$ cat src/rtl/wmap_pkg.sv
// Shared constants and window helpers for the banked window mapper.
// Assumes a 20-bit legacy aperture; all window bounds are byte addresses.
package wmap_pkg;

    // Window select values carried on map_mode.
    typedef enum logic [1:0] {
        MAP_WIDE   = 2'd0,
        MAP_BANKED = 2'd1,
        MAP_MONO   = 2'd2,
        MAP_COLOR  = 2'd3
    } map_mode_e;

    localparam int unsigned NUM_MODES = 4;

    // Lowest byte of the legacy graphics aperture.
    localparam logic [31:0] APERTURE_LO = 32'h000A_0000;
    // One past the highest byte of the aperture.
    localparam logic [31:0] APERTURE_HI = 32'h000C_0000;
    // Offset that places bank 0 at the aperture base (two's complement of the base).
    localparam logic [31:0] BANK0_OFFSET = 32'hFFF6_0000;

    // Inclusive lower bound of the window for a given mode.
    function automatic logic [31:0] win_lo(input int m);
        case (m)
            0, 1:    return 32'h000A_0000;
            2:       return 32'h000B_0000;
            default: return 32'h000B_8000;
        endcase
    endfunction

    // Exclusive upper bound of the window for a given mode.
    function automatic logic [31:0] win_hi(input int m);
        case (m)
            0:       return 32'h000C_0000;
            1:       return 32'h000B_0000;
            2:       return 32'h000B_8000;
            default: return 32'h000C_0000;
        endcase
    endfunction

endpackage

$ cat src/rtl/wmap_bank_reg.sv
// Bank offset register for the relocatable 64 KiB window.
// Holds (masked_bank << 16) - aperture base, modulo 2^32.
// Assumes VRAM_AW > 16 and VRAM_AW - 16 <= BANK_W.
module wmap_bank_reg #(
    parameter int unsigned VRAM_AW = 22,
    parameter int unsigned BANK_W  = 16
) (
    input  logic              clk,
    input  logic              rst_n,
    input  logic              bank_we,
    input  logic [BANK_W-1:0] bank_num,
    input  logic              mode_we,
    input  logic              ext_enable,
    output logic [31:0]       bank_offset
);
    import wmap_pkg::*;

    localparam int unsigned       BANK_BITS = VRAM_AW - 16;
    localparam logic [BANK_W-1:0] BANK_MASK = BANK_W'((32'd1 << BANK_BITS) - 32'd1);

    logic [BANK_W-1:0] bank_masked;
    logic [31:0]       bank_base;
    logic              restore_bank0;

    // Clamp the bank number to the banks that exist in RAM.
    assign bank_masked = bank_num & BANK_MASK;
    // Byte address of the selected bank inside video RAM.
    assign bank_base = {{(32-BANK_W){1'b0}}, bank_masked} << 16;
    // A disabling write of the extended-mode enable puts bank 0 back.
    assign restore_bank0 = mode_we & ~ext_enable;

    // Offset register: bank 0 on reset or disable, otherwise loaded by bank writes.
    always_ff @(posedge clk) begin
        if (!rst_n) begin
            bank_offset <= BANK0_OFFSET;
        end else if (restore_bank0) begin
            bank_offset <= BANK0_OFFSET;
        end else if (bank_we) begin
            bank_offset <= bank_base - APERTURE_LO;
        end
    end

    // a disabling mode write leaves the window on bank 0.
    a_r4_disable_restores: assert property (@(posedge clk) disable iff (!rst_n)
        $past(mode_we && !ext_enable) |-> (bank_offset == BANK0_OFFSET));

    // a bank write lands the window on the masked bank.
    a_r3_bank_masked: assert property (@(posedge clk) disable iff (!rst_n)
        $past(bank_we && !(mode_we && !ext_enable)) |->
        ((bank_offset + APERTURE_LO) ==
         ({{(32-BANK_W){1'b0}}, ($past(bank_num) & BANK_MASK)} << 16)));

    // without a bank or disabling write the offset is held.
    a_r4_offset_held: assert property (@(posedge clk) disable iff (!rst_n)
        ($past(!bank_we) && $past(!(mode_we && !ext_enable))) |-> $stable(bank_offset));

endmodule

$ cat src/rtl/wmap_xlate.sv
// Combinational window decode and address translation.
// One comparator pair and one adder per mode are built in parallel; map_mode
// selects the result. Assumes bank_offset comes from wmap_bank_reg.
module wmap_xlate #(
    parameter int unsigned HOST_AW = 32,
    parameter int unsigned VRAM_AW = 22
) (
    input  logic               clk,
    input  logic               rst_n,
    input  logic [HOST_AW-1:0] host_addr,
    input  logic [1:0]         map_mode,
    input  logic [31:0]        bank_offset,
    output logic               win_hit,
    output logic [VRAM_AW-1:0] ram_addr
);
    import wmap_pkg::*;

    logic [NUM_MODES-1:0] hit_m;
    logic [31:0]          sum_m [NUM_MODES];
    logic [31:0]          addr32;
    logic [31:0]          sel_sum;

    // Host address in the 32-bit offset domain.
    assign addr32 = 32'(host_addr);

    for (genvar g = 0; g < NUM_MODES; g++) begin : g_mode
        localparam logic [31:0]        LO   = win_lo(g);
        localparam logic [31:0]        HI   = win_hi(g);
        localparam logic [HOST_AW-1:0] LO_H = HOST_AW'(LO);
        localparam logic [HOST_AW-1:0] HI_H = HOST_AW'(HI);
        logic [31:0] off_g;

        if (g == 1) begin : g_banked
            // Relocatable window: offset comes from the bank register.
            assign off_g = bank_offset;
        end else begin : g_fixed
            // Fixed window: offset removes the window base.
            assign off_g = 32'd0 - LO;
        end

        // Window hit test on the full host address.
        assign hit_m[g] = (host_addr >= LO_H) && (host_addr < HI_H);
        // Translated address, modulo 2^32.
        assign sum_m[g] = addr32 + off_g;
    end

    // Pick the active mode's result.
    assign win_hit  = hit_m[map_mode];
    assign sel_sum  = sum_m[map_mode];
    assign ram_addr = sel_sum[VRAM_AW-1:0];

    // the banked window stops below 0xB0000.
    a_r2_banked_limit: assert property (@(posedge clk) disable iff (!rst_n)
        ((map_mode == 2'd1) && (host_addr >= HOST_AW'(32'h000B_0000))) |-> !win_hit);

    // nothing outside the legacy aperture is ever accepted.
    a_r7_inside_aperture: assert property (@(posedge clk) disable iff (!rst_n)
        win_hit |-> ((host_addr >= HOST_AW'(APERTURE_LO)) && (host_addr < HOST_AW'(APERTURE_HI))));

    // the masked bank keeps accepted addresses inside RAM, so truncation loses nothing.
    a_r2_no_truncation_loss: assert property (@(posedge clk) disable iff (!rst_n)
        win_hit |-> (sel_sum[31:VRAM_AW] == '0));

endmodule

$ cat src/rtl/wmap_req_stage.sv
// Request register stage: drives the RAM strobes one cycle after a host request
// and records whether a read is pending and whether it was rejected.
// Assumes host_rd and host_wr are never high together.
module wmap_req_stage #(
    parameter int unsigned VRAM_AW = 22
) (
    input  logic               clk,
    input  logic               rst_n,
    input  logic               host_rd,
    input  logic               host_wr,
    input  logic [7:0]         host_wdata,
    input  logic               win_hit,
    input  logic [VRAM_AW-1:0] ram_addr,
    output logic [VRAM_AW-1:0] vram_addr,
    output logic               vram_en,
    output logic               vram_we,
    output logic [7:0]         vram_wdata,
    output logic               rd_pend,
    output logic               rd_rej
);
    logic accept;

    // A request proceeds to RAM only when it hits the window.
    assign accept = win_hit & (host_rd | host_wr);

    // RAM strobes: pulse for accepted requests only.
    always_ff @(posedge clk) begin
        if (!rst_n) begin
            vram_en <= 1'b0;
            vram_we <= 1'b0;
        end else begin
            vram_en <= accept;
            vram_we <= win_hit & host_wr;
        end
    end

    // RAM address and data: loaded only on accepted requests.
    always_ff @(posedge clk) begin
        if (!rst_n) begin
            vram_addr  <= '0;
            vram_wdata <= '0;
        end else if (accept) begin
            vram_addr  <= ram_addr;
            vram_wdata <= host_wdata;
        end
    end

    // Read tracking: every read is answered, rejected ones flagged.
    always_ff @(posedge clk) begin
        if (!rst_n) begin
            rd_pend <= 1'b0;
            rd_rej  <= 1'b0;
        end else begin
            rd_pend <= host_rd;
            rd_rej  <= host_rd & ~win_hit;
        end
    end

    // input rule, a single strobe per cycle.
    a_r8_one_strobe: assert property (@(posedge clk) disable iff (!rst_n)
        !(host_rd && host_wr));

    // the RAM is only enabled in answer to a host request.
    a_r7_en_needs_request: assert property (@(posedge clk) disable iff (!rst_n)
        vram_en |-> $past(host_rd || host_wr));

    // a RAM write is always an enabled access.
    a_r10_we_within_en: assert property (@(posedge clk) disable iff (!rst_n)
        vram_we |-> vram_en);

    // write data presented to RAM is the host byte of the request.
    a_r10_wdata_follows: assert property (@(posedge clk) disable iff (!rst_n)
        vram_we |-> (vram_wdata == $past(host_wdata)));

endmodule

$ cat src/rtl/wmap_rsp.sv
// Read return stage: answers each read two cycles after the request.
// A rejected read gets 0xFF in place of RAM data. Assumes RAM data arrives
// one cycle after vram_en.
module wmap_rsp (
    input  logic       clk,
    input  logic       rst_n,
    input  logic       rd_pend,
    input  logic       rd_rej,
    input  logic [7:0] vram_rdata,
    output logic [7:0] host_rdata,
    output logic       host_rvalid
);
    localparam logic [7:0] MISS_BYTE = 8'hFF;

    logic rej_q;

    // Return-cycle flags, aligned with the RAM's read data.
    always_ff @(posedge clk) begin
        if (!rst_n) begin
            host_rvalid <= 1'b0;
            rej_q       <= 1'b0;
        end else begin
            host_rvalid <= rd_pend;
            rej_q       <= rd_rej;
        end
    end

    // Read data mux: fixed byte for a miss, RAM byte for a hit, zero when idle.
    always_comb begin
        if (!host_rvalid) begin
            host_rdata = 8'h00;
        end else if (rej_q) begin
            host_rdata = MISS_BYTE;
        end else begin
            host_rdata = vram_rdata;
        end
    end

    // a valid return always follows a pending read.
    a_r8_valid_after_pend: assert property (@(posedge clk) disable iff (!rst_n)
        host_rvalid |-> $past(rd_pend));

    // a rejected read returns the fixed miss byte.
    a_r7_miss_byte: assert property (@(posedge clk) disable iff (!rst_n)
        (host_rvalid && $past(rd_rej)) |-> (host_rdata == MISS_BYTE));

endmodule

$ cat src/rtl/wmap_top.sv
// Banked framebuffer window address mapper, top level.
// Decodes host accesses in the legacy aperture, relocates the 64 KiB banked
// window, gates misses and returns read data two cycles after a read.
module wmap_top #(
    parameter int unsigned HOST_AW = 32,
    parameter int unsigned VRAM_AW = 22,
    parameter int unsigned BANK_W  = 16
) (
    input  logic               clk,
    input  logic               rst_n,
    input  logic [HOST_AW-1:0] host_addr,
    input  logic               host_rd,
    input  logic               host_wr,
    input  logic [7:0]         host_wdata,
    input  logic [1:0]         map_mode,
    input  logic               bank_we,
    input  logic [BANK_W-1:0]  bank_num,
    input  logic               mode_we,
    input  logic               ext_enable,
    output logic [VRAM_AW-1:0] vram_addr,
    output logic               vram_en,
    output logic               vram_we,
    output logic [7:0]         vram_wdata,
    input  logic [7:0]         vram_rdata,
    output logic [7:0]         host_rdata,
    output logic               host_rvalid
);
    logic [31:0]        bank_offset;
    logic               win_hit;
    logic [VRAM_AW-1:0] ram_addr;
    logic               rd_pend;
    logic               rd_rej;

    wmap_bank_reg #(.VRAM_AW(VRAM_AW), .BANK_W(BANK_W)) u_bank (
        .clk         (clk),
        .rst_n       (rst_n),
        .bank_we     (bank_we),
        .bank_num    (bank_num),
        .mode_we     (mode_we),
        .ext_enable  (ext_enable),
        .bank_offset (bank_offset)
    );

    wmap_xlate #(.HOST_AW(HOST_AW), .VRAM_AW(VRAM_AW)) u_xlate (
        .clk         (clk),
        .rst_n       (rst_n),
        .host_addr   (host_addr),
        .map_mode    (map_mode),
        .bank_offset (bank_offset),
        .win_hit     (win_hit),
        .ram_addr    (ram_addr)
    );

    wmap_req_stage #(.VRAM_AW(VRAM_AW)) u_req (
        .clk        (clk),
        .rst_n      (rst_n),
        .host_rd    (host_rd),
        .host_wr    (host_wr),
        .host_wdata (host_wdata),
        .win_hit    (win_hit),
        .ram_addr   (ram_addr),
        .vram_addr  (vram_addr),
        .vram_en    (vram_en),
        .vram_we    (vram_we),
        .vram_wdata (vram_wdata),
        .rd_pend    (rd_pend),
        .rd_rej     (rd_rej)
    );

    wmap_rsp u_rsp (
        .clk         (clk),
        .rst_n       (rst_n),
        .rd_pend     (rd_pend),
        .rd_rej      (rd_rej),
        .vram_rdata  (vram_rdata),
        .host_rdata  (host_rdata),
        .host_rvalid (host_rvalid)
    );

    // every read request is answered exactly two cycles later.
    a_r8_read_answered: assert property (@(posedge clk) disable iff (!rst_n)
        $past(host_rd, 2) |-> host_rvalid);

    // a write request never produces a read return.
    a_r8_write_silent: assert property (@(posedge clk) disable iff (!rst_n)
        $past(host_wr, 2) |-> !host_rvalid);

endmodule

$ cat config.mk
export PLATFORM = sky130hd
export DESIGN_NAME = wmap_top
export DESIGN_NICKNAME = d
export VERILOG_FILES = /design/src/rtl/wmap_pkg.sv /design/src/rtl/wmap_bank_reg.sv /design/src/rtl/wmap_xlate.sv /design/src/rtl/wmap_req_stage.sv /design/src/rtl/wmap_rsp.sv /design/src/rtl/wmap_top.sv
export SDC_FILE = /design/constraint.sdc
export NUM_CORES = 1
export LEC_CHECK = 0
export ABC_CLOCK_PERIOD_IN_PS = 2600
export BUFFER_PORTS_ARGS = -buffer_cell sky130_fd_sc_hd__buf_2
export CAP_MARGIN = 10
export CORE_MARGIN = 2
export CORE_UTILIZATION = 49
export CTS_BUF_LIST = sky130_fd_sc_hd__clkbuf_4
export DETAILED_ROUTE_END_ITERATION = 8
export GPL_TIMING_DRIVEN = 0
export PLACE_DENSITY_LB_ADDON = 0.12
export SKIP_CTS_REPAIR_TIMING = 1
export SYNTH_ARGS = -nofsm -noshare
export SYNTH_HDL_FRONTEND = slang
export SYNTH_SLANG_ARGS = --single-unit
$ cat constraint.sdc
create_clock -name clk -period 2.6 [get_ports clk]
set_clock_uncertainty 0.05 [all_clocks]
set_input_delay 0.52 -clock clk [delete_from_list [all_inputs] [get_ports clk]]
set_output_delay 0.52 -clock clk [all_outputs]
set_load 0.005 [all_outputs]
* Yosys cells after proc, flatten, opt, wreduce, memory -nomap -nowiden
Cells that the tools add are included.
** Word-level totals
- Register bits :: 68
- Latch bits :: 0
- RAM bits :: 0
- Bits in read-only memories :: 0
- Input bits :: 73
- Output and inout port bits :: 41
- Logic and storage cells :: 43
- Memories :: 0
** Cells by class
- Add/sub/neg operators :: 5
- Multipliers :: 0
- Divide/modulo/power cells :: 0
- $lt $le $gt $ge :: 8
- Equality and inequality tests :: 0
- Shift operators :: 0
- Mux-type cells :: 7
- Bitwise operators :: 9
- Reduce and logical (&&, ||, !) cells :: 5
** Operators by type and width (count)
- $add A32 B32 Y32 const B :: 3
- $ge A32 B20 Y1 const B :: 3
- $lt A32 B20 Y1 const B :: 3
- $bmux W32 S2 :: 1
- $mux W22 :: 2
- $add A32 B32 Y32 :: 1
- $sub A22 B20 Y23 const B :: 1
- $mux W8 :: 2
- $and A1 B1 Y1 :: 4
- $logic_and A1 B1 Y1 :: 4
- $ge A3 B3 Y1 const B :: 1
- $lt A2 B3 Y1 const B :: 1
- $not A1 Y1 :: 3
- $not A2 Y3 :: 1
- $bmux W1 S2 :: 1
- $reduce_or A2 Y1 :: 1
- $mux W1 :: 1
- $or A1 B1 Y1 :: 1

* Depth between registers and ports, before layout
- Word-level depth :: 6
- Gate-level depth with buffers :: 10
- Mapped depth without buffers :: 7

* Hierarchy
From an unflattened synthesis, not the netlist that was laid out.
** Second synthesis, totals
- Cells, all modules :: 464
- Area, all modules :: 3658.5 µm²
** Modules (own cells, without submodules)
- wmap_xlate :: instances 1, cells each 246, area an instance 1680.4 µm², sequential area each 0.0 µm²
- wmap_req_stage :: instances 1, cells each 139, area an instance 1332.5 µm², sequential area each 680.7 µm²
- wmap_bank_reg :: instances 1, cells each 65, area an instance 520.5 µm², sequential area each 140.1 µm²
- wmap_rsp :: instances 1, cells each 14, area an instance 125.1 µm², sequential area each 40.0 µm²

* Least setup slack after synthesis
Ideal clock, no wire load.
- Path type :: input-to-reg
- Start point :: in host_addr[18]
- End point :: reg u_req.vram_addr[19]
- Setup time :: 0.125 ns
- Arrival time :: 1.948 ns
- Required time :: 2.425 ns
- Slack :: 0.477 ns
- Cell stages on the path :: 10
- Buffers on the path :: 3
- Cells stage by stage :: buf_2 > inv_1 > ha_1 > and2_1 > mux2i_1 > a2111oi_2 > a31o_1 > buf_6 > buf_12 > mux2i_1
** Between the ends
- Cells in the longest elaborated chain, start to end :: 5
- Elaborated cells between the ends (all ways) :: 20
- Those cells by class :: add/sub (4); order compare (6); mux (5); bitwise (1); reduce/logical (4)
** Ends and longest elaborated chain
- start: declaration :: RTL line wmap_top.sv:11 : input logic [HOST_AW-1:0] host_addr,
- $ge A32 B20 Y1 or $lt A32 B20 Y1 (tied branches) :: RTL line wmap_xlate.sv:42 : assign hit_m[g] = (host_addr >= LO_H) && (host_addr < HI_H);
- $logic_and A1 B1 Y1 :: RTL line wmap_xlate.sv:42
- $bmux W1 S2 :: RTL line wmap_xlate.sv:48 : assign win_hit = hit_m[map_mode];
- $mux W1 (implied by the code) :: RTL line wmap_xlate.sv:48
- $and A1 B1 Y1 :: RTL line wmap_req_stage.sv:24 : assign accept = win_hit & (host_rd | host_wr);
- end signal: assignment :: RTL line wmap_req_stage.sv:43 : vram_addr <= ram_addr;
- end: declaration :: RTL line wmap_req_stage.sv:14 : output logic [VRAM_AW-1:0] vram_addr,
Several ways; a longest one is shown, not always the timed one. The select of a mux whose other input is x is not followed.
A chain may end at the register's enable or synchronous reset.

* Worst setup path in the final report
- Start point :: in host_addr[17]
- End point :: reg u_req.vram_addr[6]
** Between the ends
- Cells in the longest elaborated chain, start to end :: 5
- Elaborated cells between the ends (all ways) :: 13
- Those cells by class :: order compare (6); mux (2); bitwise (1); reduce/logical (4)
** Ends and longest elaborated chain (RTL line)
- $ge A32 B20 Y1 or $lt A32 B20 Y1 (tied branches) :: wmap_xlate.sv:42
- $logic_and A1 B1 Y1 :: wmap_xlate.sv:42
- $bmux W1 S2 * :: wmap_xlate.sv:48
- $mux W1 (implied by the code) * :: wmap_xlate.sv:48
- $and A1 B1 Y1 * :: wmap_req_stage.sv:24
Mark *: on every way between the ends. The rest lies on a longest branch, timed or not. The select of a mux whose other input is x is not followed.

==> flow_summary.json <==
{
  "max_freq_ghz": 0.465,
  "die-area_sq_mm": 0.00586,
  "clock-sinks": 42,
  "yosys-top-cells-area": "dfxtp_1 (33%), mux2i_1 (14%), nand2_1 (9.8%), ha_1 (5.8%), o21a_1 (3.5%)",
  "drt-initial-drc-count": 60,
  "drt_wl_total_microns": 6190,
  "dp_slack_ns": 0.101,
  "place_congestion": 0.856,
  "p_switching_mw": 0.363,
  "cts.path.max_buffers": 2,
  "fin_tns_setup_ns": 0,
  "ir_worst_vdd_mv": 0.273,
  "relSlewSlack_pct": 64.2,
  "cp_max_fo": 10,
  "status": "finished clean",
  "grt_max_degree": 14,
  "cts_tree": "built",
  "htreeDepth": 2,
  "worstSetupEndpoint": "u_req.vram_addr[6]",
  "critPathKind": "input pin to flip-flop",
  "dieHeight_microns": 76.5,
  "internal-power_mw": 0.978,
  "dieWidth_microns": 76.5,
  "vias": 2442,
  "seq_power_share_pct": 49.0,
  "grt_pass1_wl_microns": 11000,
  "cts_root_buf": "clkbuf_4",
  "power_frac_comb_pct": 18.8,
  "hp-class": "input pin to flip-flop",
  "period_minus_slack_ns": 2.15,
  "synth_top_cells_by_count": "nand2_1 (67), dfxtp_1 (42), mux2i_1 (36), inv_1 (13)",
  "setup_violations": 0,
  "critPathArrivalTime_ns": 2.38,
  "diodes": 0,
  "reg2reg_from": "u_bank.bank_offset[16]",
  "rows": 26,
  "start_util_pct": 50.5,
  "syn_inst": 297,
  "antenna_found_initial": 0,
  "worst_r2r_path_depth": 7,
  "clkPwrFrac_pct": 32.3,
  "fin_crit_sh_pct": 82.7,
  "grt_overflow_total": 0,
  "report.final.slew_viol_count": 0,
  "final_hold_viol_count": 0,
  "clk_pin_slew_ns": 0.13,
  "synth_flop_cell": "dfxtp_1",
  "synth_edf_count": 0,
  "start_kind": "input pin",
  "power.leakage_nw": 1.49,
  "netlist_area_sq_mm": 0.00258,
  "grt_pass1_vias": 2439,
  "synth.top_cell.area_share_pct": 32.6,
  "timing_worst_slew_pin_value_ns": 0.537,
  "grt_setup_unrepaired": "false",
  "portBuffers": 100,
  "track_usage_pct": 22.6,
  "cellPowerDensity_mw_per_mm2": 413,
  "synth_top_cell_by_area": "dfxtp_1",
  "crit_path_end_kind": "flip-flop",
  "cp.required_ns": 2.83,
  "postRouteAntennaNets": 0,
  "syn_area_per_cell_sq_um": 8.68,
  "yosysSeqAreaShare_pct": 32.6,
  "synth_cell_types": 50,
  "critPathLaunch": "host_addr[17]",
  "dp_hpwl_microns": 4820,
  "wl_per_cell_microns": 13.0,
  "setup_slack_ns": 0.451,
  "drive_gt1_share_pct": 29.9,
  "drc": 0,
  "r2r_end": "u_req.vram_addr[20]",
  "cts_buffers": 5,
  "area_delta_synth_final_pct": 26.0,
  "r2r_slack_ns": 0.74,
  "clkLatencyLatePin_ns": 0.34,
  "nNetsFinal": 490,
  "n_fill_cell": 452,
  "syn_nets": 383,
  "switching_share_pct": 27.1,
  "routed_via_density": 5.14,
  "boundaryPins": 114,
  "ys_ff_latch": 42,
  "ys.warnings.count": 0,
  "drtPass1Iterations": 4,
  "core_area_sq_mm": 0.00511,
  "max-cap-violations": 0,
  "post-synth-top-count-cell": "nand2_1",
  "async_reset_ff_share_pct": 0
}
area by class of cell:
cell class                      count  area [sq um]  share of cell area (%)
Buffer                             20           141                    4.35
Inverter                           13          48.8                    1.50
Sequential cell                    42           841                    25.9
Multi-Input combinational cell    222          1550                    47.6
Tap cell                           70          87.6                    2.70
Clock inverter                      2          37.5                    1.16
Clock buffer                        6          45.0                    1.39
Timing Repair Buffer              100           500                    15.4
per-stage QoR:
stage	cell area, sq um	total power, mW	std cells	utilization, %	hold slack [ns]
floorplan	2580	0.821	297	-	0.362
global route	3250	1.41	475	63.6	0.341
CTS	3250	1.35	475	63.6	0.334
detailed placement	3170	0.922	467	62.0	0.372
finish	3250	1.34	475	63.6	0.348
global placement	3170	0.918	467	62.0	0.366
critical path, stage by stage:
cell and delay [ns]:
buf_2 0.18, ha_1 0.29, o21ai_2 0.31, mux2i_1 0.16, a2111oi_2 0.29, a31o_1 0.16
buf_6 0.13, buf_12 0.14, mux2i_1 0.18
flip-flops by register name, summed over array words and instances (netlist names):
register            flops
u_req.vram_we           1
u_bank.bank_offset      6
u_req.rd_rej            1
u_req.vram_wdata        8
u_req.vram_en           1
u_rsp.host_rvalid       1
u_rsp.rej_q             1
u_req.rd_pend           1
u_req.vram_addr        22
layout by cell type, fill, tap and decap left out, types with 3 or more instances in the layout:
master,n
ha_1,12
mux2i_1,36
xnor2_1,5
inv_1,13
buf_12,3
clkbuf_1,12
nand3_1,3
nor4_1,4
dfxtp_1,42
o2111ai_1,4
and3_1,3
o21ai_0,10
a21oi_1,8
nand2_1,67
xor2_1,5
o21a_1,12
nor3b_1,4
and2_1,4
clkbuf_4,6
buf_2,102
nor3_1,4
nor2_1,7
how the worst min path moves through the flow:
stage                        startpoint             endpoint  slack [ns]  depth (start not counted)
after floorplan           u_req.rd_pend    u_rsp.host_rvalid        0.36                          1
after global placement    u_req.rd_pend    u_rsp.host_rvalid        0.37                          1
after detailed placement   u_req.rd_rej          u_rsp.rej_q        0.37                          1
after CTS                 host_wdata[5]  u_req.vram_wdata[5]        0.33                          3
after global routing      host_wdata[5]  u_req.vram_wdata[5]        0.34                          3
final                     host_wdata[5]  u_req.vram_wdata[5]        0.35                          3
metal layers:
metal	vias up	share of wire [%]	GRT usage, %	wire, microns
li1	1248	-	-	-
met3	5	5.7	4.62	356
met5	-	0	0	0
met1	1113	44	26.6	2730
met2	76	49	41.2	3040
met4	0	1.0	6.55	65
kinds of logic after synthesis:
group | after synthesis | synth area share [%]
adder cells (fa/ha/maj) | 13 | 6.60
multiplexers | 37 | 14.4
XOR/XNOR | 10 | 3.40
flip-flops | 42 | 32.6
AND/OR/NAND/NOR | 106 | 20.4
buffers and inverters | 33 | 7.38
AO/OA/AOI/OAI | 56 | 15.2
power groups by stage:
| stage | registers, mW | logic [mW] | clock network (mW) |
|---|---|---|---|
| 2_1_floorplan | 0.670 | 0.152 | 0 |
| 3_3_place_gp | 0.671 | 0.246 | 0 |
| 3_5_place_dp | 0.671 | 0.251 | 0 |
| 4_1_cts | 0.657 | 0.252 | 0.443 |
| 5_1_grt | 0.658 | 0.287 | 0.464 |
| 6_report | 0.657 | 0.251 | 0.432 |
No activity file was read; power rests on OpenSTA's default activity.
